File: config.mk
export PLATFORM = sky130hd
export DESIGN_NAME = tmr_evt_router
export DESIGN_NICKNAME = d
export VERILOG_FILES = /design/src/rtl/tmr_evt_pkg.sv /design/src/rtl/tmr_evt_regif.sv /design/src/rtl/tmr_evt_status.sv /design/src/rtl/tmr_evt_pulse.sv /design/src/rtl/tmr_evt_router.sv
export SDC_FILE = /design/constraint.sdc
export NUM_CORES = 1
export LEC_CHECK = 0
export BUFFER_PORTS_ARGS = -buffer_cell sky130_fd_sc_hd__buf_2
export CORE_ASPECT_RATIO = 0.7
export CORE_UTILIZATION = 40
export DETAILED_ROUTE_END_ITERATION = 8
export HOLD_SLACK_MARGIN = 0.1
export PLACE_DENSITY = 0.7
export SLEW_MARGIN = 20
export SYNTH_ARGS = -nofsm -noshare
export SYNTH_HDL_FRONTEND = slang
export SYNTH_SLANG_ARGS = --single-unit
File: constraint.sdc
create_clock -name clk -period 2.75 [get_ports clk]
set_input_delay 0.275 -clock clk [delete_from_list [all_inputs] [get_ports clk]]
set_output_delay 0.275 -clock clk [all_outputs]
set_load 0.05 [all_outputs]
File: src/rtl/tmr_evt_pkg.sv
package tmr_evt_pkg;
  localparam int AW = 5;

  // register word addresses
  localparam logic [AW-1:0] A_MASK    = 5'd0;
  localparam logic [AW-1:0] A_RAW     = 5'd1;
  localparam logic [AW-1:0] A_MIS     = 5'd2;
  localparam logic [AW-1:0] A_ICLR    = 5'd3;
  localparam logic [AW-1:0] A_ISET    = 5'd4;
  localparam logic [AW-1:0] A_ROUTE   = 5'd5;
  localparam logic [AW-1:0] A_TGT     = 5'd8;
  localparam logic [AW-1:0] A_PTGT    = 5'd9;
  localparam logic [AW-1:0] A_TGT_NC  = 5'd10;
  localparam logic [AW-1:0] A_PTGT_NC = 5'd11;
  localparam int            CC_BASE   = 16;
  localparam int            PCC_BASE  = 20;
  localparam int            CCNC_BASE = 24;
  localparam int            PCCNC_BASE = 28;

  // status bit layout
  localparam int ZERO_BIT = 0;
  localparam int TGT_BIT  = 1;
  localparam int CH_BASE  = 2;

  // route field position of the DMA selector
  localparam int DMA_LSB = 4;

  typedef enum logic [1:0] {
    ACC_NONE,
    ACC_CLR_TGT,
    ACC_CLR_CH,
    ACC_NOCLR
  } acc_kind_e;

  function automatic acc_kind_e classify(input logic [AW-1:0] a);
    acc_kind_e k;
    k = ACC_NONE;
    if (a == A_TGT || a == A_PTGT) k = ACC_CLR_TGT;
    else if (a == A_TGT_NC || a == A_PTGT_NC) k = ACC_NOCLR;
    else if (int'(a) >= CC_BASE && int'(a) < CCNC_BASE) k = ACC_CLR_CH;
    else if (int'(a) >= CCNC_BASE) k = ACC_NOCLR;
    return k;
  endfunction
endpackage

File: src/rtl/tmr_evt_regif.sv
module tmr_evt_regif
  import tmr_evt_pkg::*;
#(
  parameter int NCH  = 4,
  parameter int DW   = 32,
  parameter int NS   = NCH + 2,
  parameter int SELW = 3
) (
  input  logic            clk,
  input  logic            rst,
  input  logic            bus_sel,
  input  logic            bus_rd,
  input  logic            bus_wr,
  input  logic [AW-1:0]   bus_addr,
  input  logic [DW-1:0]   bus_wdata,
  input  logic [NS-1:0]   raw_q,
  output logic [NS-1:0]   mask_q,
  output logic [NS-1:0]   mask_d,
  output logic [SELW-1:0] adc_sel_q,
  output logic [SELW-1:0] dma_sel_q,
  output logic [NS-1:0]   clr_vec,
  output logic [NS-1:0]   sw_set,
  output logic [DW-1:0]   bus_rdata
);
  logic          acc, wr_en, rd_en;
  logic [NS-1:0] side_clr;
  logic [DW-1:0] rd_val;
  acc_kind_e     kind;

  assign acc   = bus_sel && (bus_rd || bus_wr);
  assign wr_en = bus_sel && bus_wr;
  assign rd_en = bus_sel && bus_rd;
  assign kind  = classify(bus_addr);

  // side-effect clears from data register accesses
  assign side_clr[ZERO_BIT] = acc && (kind == ACC_CLR_TGT);
  assign side_clr[TGT_BIT]  = acc && (kind == ACC_CLR_TGT);

  for (genvar c = 0; c < NCH; c++) begin : g_chclr
    localparam logic [AW-1:0] CC_A  = AW'(CC_BASE + c);
    localparam logic [AW-1:0] PCC_A = AW'(PCC_BASE + c);
    assign side_clr[CH_BASE+c] = acc && (bus_addr == CC_A || bus_addr == PCC_A);
  end

  always_comb begin
    clr_vec = side_clr;
    if (wr_en && bus_addr == A_ICLR) clr_vec = clr_vec | bus_wdata[NS-1:0];
    sw_set = '0;
    if (wr_en && bus_addr == A_ISET) sw_set = bus_wdata[NS-1:0];
    mask_d = mask_q;
    if (wr_en && bus_addr == A_MASK) mask_d = bus_wdata[NS-1:0];
  end

  always_ff @(posedge clk) begin
    if (rst) begin
      mask_q    <= '0;
      adc_sel_q <= '1;
      dma_sel_q <= '1;
    end else begin
      mask_q <= mask_d;
      if (wr_en && bus_addr == A_ROUTE) begin
        adc_sel_q <= bus_wdata[SELW-1:0];
        dma_sel_q <= bus_wdata[DMA_LSB +: SELW];
      end
    end
  end

  always_comb begin
    rd_val = '0;
    case (bus_addr)
      A_MASK:  rd_val[NS-1:0] = mask_q;
      A_RAW:   rd_val[NS-1:0] = raw_q;
      A_MIS:   rd_val[NS-1:0] = raw_q & mask_q;
      A_ROUTE: begin
        rd_val[SELW-1:0]          = adc_sel_q;
        rd_val[DMA_LSB +: SELW]   = dma_sel_q;
      end
      default: rd_val = '0;
    endcase
  end

  always_ff @(posedge clk) begin
    if (rst) bus_rdata <= '0;
    else     bus_rdata <= rd_en ? rd_val : '0;
  end

  // without a read in the previous cycle the read bus idles at zero
  assert_rdata_idle_R13: assert property (@(posedge clk) disable iff (rst)
    !rd_en |=> (bus_rdata == '0));
endmodule

File: src/rtl/tmr_evt_status.sv
module tmr_evt_status
  import tmr_evt_pkg::*;
#(
  parameter int NCH = 4,
  parameter int NS  = NCH + 2
) (
  input  logic           clk,
  input  logic           rst,
  input  logic           cnt_at_zero,
  input  logic           cnt_at_tgt,
  input  logic           tmr_start,
  input  logic [NCH-1:0] ch_evt,
  input  logic [NS-1:0]  clr_vec,
  input  logic [NS-1:0]  sw_set,
  output logic [NS-1:0]  raw_q,
  output logic [NS-1:0]  raw_d
);
  logic          zero_pend, tgt_pend;
  logic [NS-1:0] set_all;

  // zero/target flags take one extra cycle; a start never arms zero
  always_ff @(posedge clk) begin
    if (rst) begin
      zero_pend <= 1'b0;
      tgt_pend  <= 1'b0;
    end else begin
      zero_pend <= cnt_at_zero && !tmr_start;
      tgt_pend  <= cnt_at_tgt;
    end
  end

  assign set_all = {ch_evt, tgt_pend, zero_pend} | sw_set;
  // set wins over every clear source
  assign raw_d   = (raw_q & ~clr_vec) | set_all;

  always_ff @(posedge clk) begin
    if (rst) raw_q <= '0;
    else     raw_q <= raw_d;
  end

  assert_start_no_zero_R9: assert property (@(posedge clk) disable iff (rst)
    tmr_start |=> !zero_pend);

  assert_zero_delay_R7: assert property (@(posedge clk) disable iff (rst)
    zero_pend |=> raw_q[ZERO_BIT]);

  for (genvar i = 0; i < NS; i++) begin : g_chk
    assert_set_wins_R12: assert property (@(posedge clk) disable iff (rst)
      set_all[i] |=> raw_q[i]);
    // covers R4, R5 and R10 clear paths
    assert_clear_R10: assert property (@(posedge clk) disable iff (rst)
      (clr_vec[i] && !set_all[i]) |=> !raw_q[i]);
  end

  for (genvar c = 0; c < NCH; c++) begin : g_ch
    assert_ch_same_edge_R8: assert property (@(posedge clk) disable iff (rst)
      ch_evt[c] |=> raw_q[CH_BASE+c]);
  end
endmodule

File: src/rtl/tmr_evt_pulse.sv
module tmr_evt_pulse #(
  parameter int NS   = 6,
  parameter int SELW = 3
) (
  input  logic            clk,
  input  logic            rst,
  input  logic [SELW-1:0] sel,
  input  logic [NS-1:0]   vec_d,
  input  logic [NS-1:0]   vec_q,
  output logic            pulse
);
  logic sel_ok;
  assign sel_ok = (int'(sel) < NS);

  always_ff @(posedge clk) begin
    if (rst) pulse <= 1'b0;
    else     pulse <= sel_ok && vec_d[sel] && !vec_q[sel];
  end

  // a pulse always coincides with a status bit that just rose
  assert_pulse_on_rise_R2: assert property (@(posedge clk) disable iff (rst)
    pulse |-> ((vec_q & ~$past(vec_q)) != '0));
endmodule

File: src/rtl/tmr_evt_router.sv
module tmr_evt_router
  import tmr_evt_pkg::*;
#(
  parameter int NCH = 4,
  parameter int DW  = 32
) (
  input  logic           clk,
  input  logic           rst,
  input  logic           cnt_at_zero,
  input  logic           cnt_at_tgt,
  input  logic           tmr_start,
  input  logic [NCH-1:0] ch_evt,
  input  logic           bus_sel,
  input  logic           bus_rd,
  input  logic           bus_wr,
  input  logic [4:0]     bus_addr,
  input  logic [DW-1:0]  bus_wdata,
  output logic [DW-1:0]  bus_rdata,
  output logic           irq,
  output logic           adc_trig,
  output logic           dma_req
);
  localparam int NS   = NCH + 2;
  localparam int SELW = 3;

  logic [NS-1:0]   raw_q, raw_d, mask_q, mask_d, clr_vec, sw_set;
  logic [SELW-1:0] adc_sel_q, dma_sel_q;

  tmr_evt_regif #(.NCH(NCH), .DW(DW), .NS(NS), .SELW(SELW)) u_regif (
    .clk(clk), .rst(rst),
    .bus_sel(bus_sel), .bus_rd(bus_rd), .bus_wr(bus_wr),
    .bus_addr(bus_addr), .bus_wdata(bus_wdata),
    .raw_q(raw_q), .mask_q(mask_q), .mask_d(mask_d),
    .adc_sel_q(adc_sel_q), .dma_sel_q(dma_sel_q),
    .clr_vec(clr_vec), .sw_set(sw_set), .bus_rdata(bus_rdata)
  );

  tmr_evt_status #(.NCH(NCH), .NS(NS)) u_status (
    .clk(clk), .rst(rst),
    .cnt_at_zero(cnt_at_zero), .cnt_at_tgt(cnt_at_tgt), .tmr_start(tmr_start),
    .ch_evt(ch_evt), .clr_vec(clr_vec), .sw_set(sw_set),
    .raw_q(raw_q), .raw_d(raw_d)
  );

  tmr_evt_pulse #(.NS(NS), .SELW(SELW)) u_adc (
    .clk(clk), .rst(rst), .sel(adc_sel_q),
    .vec_d(raw_d), .vec_q(raw_q), .pulse(adc_trig)
  );

  tmr_evt_pulse #(.NS(NS), .SELW(SELW)) u_dma (
    .clk(clk), .rst(rst), .sel(dma_sel_q),
    .vec_d(raw_d), .vec_q(raw_q), .pulse(dma_req)
  );

  always_ff @(posedge clk) begin
    if (rst) irq <= 1'b0;
    else     irq <= |(raw_d & mask_d);
  end

  logic nc_acc;
  assign nc_acc = bus_sel && (bus_rd || bus_wr) && (classify(bus_addr) == ACC_NOCLR);

  assert_irq_mask_R1: assert property (@(posedge clk) disable iff (rst)
    irq == |(raw_q & mask_q));

  assert_noclear_alias_R6: assert property (@(posedge clk) disable iff (rst)
    nc_acc |=> (($past(raw_q) & ~raw_q) == '0));
endmodule

==> results.cfg <==
[outcome]
status = finished, final reports clean

[synthesis]
syn_area_um2 = 1778
synth.largest_area_cell = dfxtp_1
synth_edf_count = 0
syn_avg_cell_area_um2 = 8.758
yosysWarnings = 0
synth_async_sr_flop_share_pct = 0
synth.distinct_cells = 47
ys_seq_area_share_pct = 33.78
netlist_top_cells_area = dfxtp_1 (34%), buf_4 (11%), nor2b_1 (5.6%), mux2i_1 (4.5%), a31oi_1 (3.2%)
synth-seq-cells = 30
synthFlopType = dfxtp_1
synthCells = 203
synth_top_area_share_pct = 33.78

[setup_path]
end_kind = flop
cp-start-kind = input pin
critPathMaxFanout = 6
critical_path_class = in2reg
regToRegSetupSlack_ns = 1.47
worst_ep_arrival_time_ns = 2.03
required_ns = 2.90

[clocking]
cts_hold_buf = 0
cts_max_level = 2
cts_num_sinks = 30
numCtsBuffers = 5
insertion_delay_ns = 0.28
path_clk_slew_ns = 0.06
post_cts_buffers = 0
cts_tree = built
clock-root-buffer = clkbuf_8
clock_path_buffers = 2
post_cts_resize_count = 0

[floorplan]
dieHeight_um = 57.78
rows = 19
pin_count = 84
core_area_um2 = 4089
dieArea_um2 = 4720
die_w_um = 81.69
start_util_pct = 43.48

[power]
ir_worst_vdd_uv = 292.6
leakagePower_uw = 0.0008433
p_per_area_nw_per_um2 = 493.3

[place]
hpwlAfterDp_mm = 3.178
portBuffers = 33
place_congestion = 0.9275
post-place-ws_ns = 0.5679

[timing]
totalNegativeSetupSlack_ns = 0
min_period_ns = 1.878
fmax_mhz = 532.6
min_period_over_period_pct = 68.28
finalHoldViolCount = 0
rsz0062_at_grt = no
setup_slack_ns = 0.8723
clock_skew_ns = 0.004481
setup_viol = 0
final_max_slew_viol_count = 0

[cells_and_area]
multi_input_area_um2 = 1030
final_cell_mix = buf_2 (33), dfxtp_1 (30), conb_1 (25)
drive_gt1_share_pct = 24.05
regArea_um2 = 600.6
diodes = 0
nets = 287
mostFrequentLayoutCell = buf_2
fill_cells = 408
area_delta_synth_final_pct = 11.82

[run]
maxCapViolations = 0

[drt]
drt_wl_total_mm = 4.287
drt_pre_antenna_iters = 4
avgRoutedWirePerCell_um = 14.83
drtIter0Drc = 160
drc = 0
vias = 1571
antenna_left = 0
via_per_inst = 5.436

[global_route]
overflow = 0
first_global_vias = 1404
grt_pass1_wl_mm = 6.775
antenna_found_initial = 0
grt_use_total_pct = 19.64
grt_max_degree = 25

[min_path]
min_path_type = in2reg
==> logic make-up (layout without fill, tap and decap cells) <==
family,count (synthesis),after routing,share of synthesized area (%)
other cells,1,25,0.2109
buf+inv,36,46,13.37
flops,30,30,33.78
compound gates,49,49,21.39
mux,11,11,6.826
simple gates,76,76,24.42
==> per-stage QoR <==
stage          cell area (µm²)  util, %  std cells  hold WS [ns]  power (µW)
2_1_floorplan             1868        -        227        0.3466       625.7
3_3_place_gp              1906    46.60        283        0.4361       642.0
3_5_place_dp              1906    46.60        283        0.4428       643.3
4_1_cts                   1988    48.62        289        0.1385       988.9
5_1_grt                   1988    48.62        289        0.1432        1025
6_report                  1988    48.62        289        0.1423       980.8
==> critical path: stages <==
cell and delay [ns]:
buf_2 0.13, or3_4 0.40, or4_4 0.59, mux2_4 0.34
a2bb2oi_2 0.17, a41oi_2 0.12
==> power by group <==
group	leakage, µW	internal, µW	switching (µW)	total (µW)
sequential	0.000244	444	9.81	454
combinational	0.000556	45.5	138	183
clock	0.0000431	192	151	343
==> path summary, 6_finish.rpt <==
path | from | end | depth (start not counted)
worst min-delay path | tmr_start | u_status.zero_pend | 2
worst max register to register | u_status.raw_q[4] | irq | 5
worst max-delay path | bus_addr[3] | irq | 6
worst min register to register | u_regif.dma_sel_q[2] | u_regif.bus_rdata[6] | 1
==> state kept, by name, summed over array words and instances (netlist names) <==
name                flops
irq                     1
u_adc.pulse             1
u_dma.pulse             1
u_regif.adc_sel_q       3
u_regif.bus_rdata       7
u_regif.dma_sel_q       3
u_regif.mask_q          6
u_status.raw_q          6
u_status.tgt_pend       1
u_status.zero_pend      1
==> Yosys cell counts, types with 6 or more instances <==
cell	n
nand2_1	12
buf_4	25
a31oi_1	9
o21ai_0	8
a211o_1	6
clkbuf_1	6
nor2_1	13
mux2i_1	8
dfxtp_1	30
nor2b_1	16
==> metal layers <==
layer	up-vias	GRT usage (%)	wire [µm]
met4	0	6.767	56
li1	762	-	-
met2	66	29.40	1860
met5	-	0	0
met3	8	5.197	346
met1	735	27.25	2024
==> area by class of cell <==
cell class              instances  share of cell area [%]
flip-flops and latches         30                   30.21
repair buffers                 38                   10.20
well taps                      52                   3.272
multi-input cells             161                   51.79
clock buffers                   6                   4.154
inverters                       2                  0.3776
No activity file was read; power rests on OpenSTA's default activity.
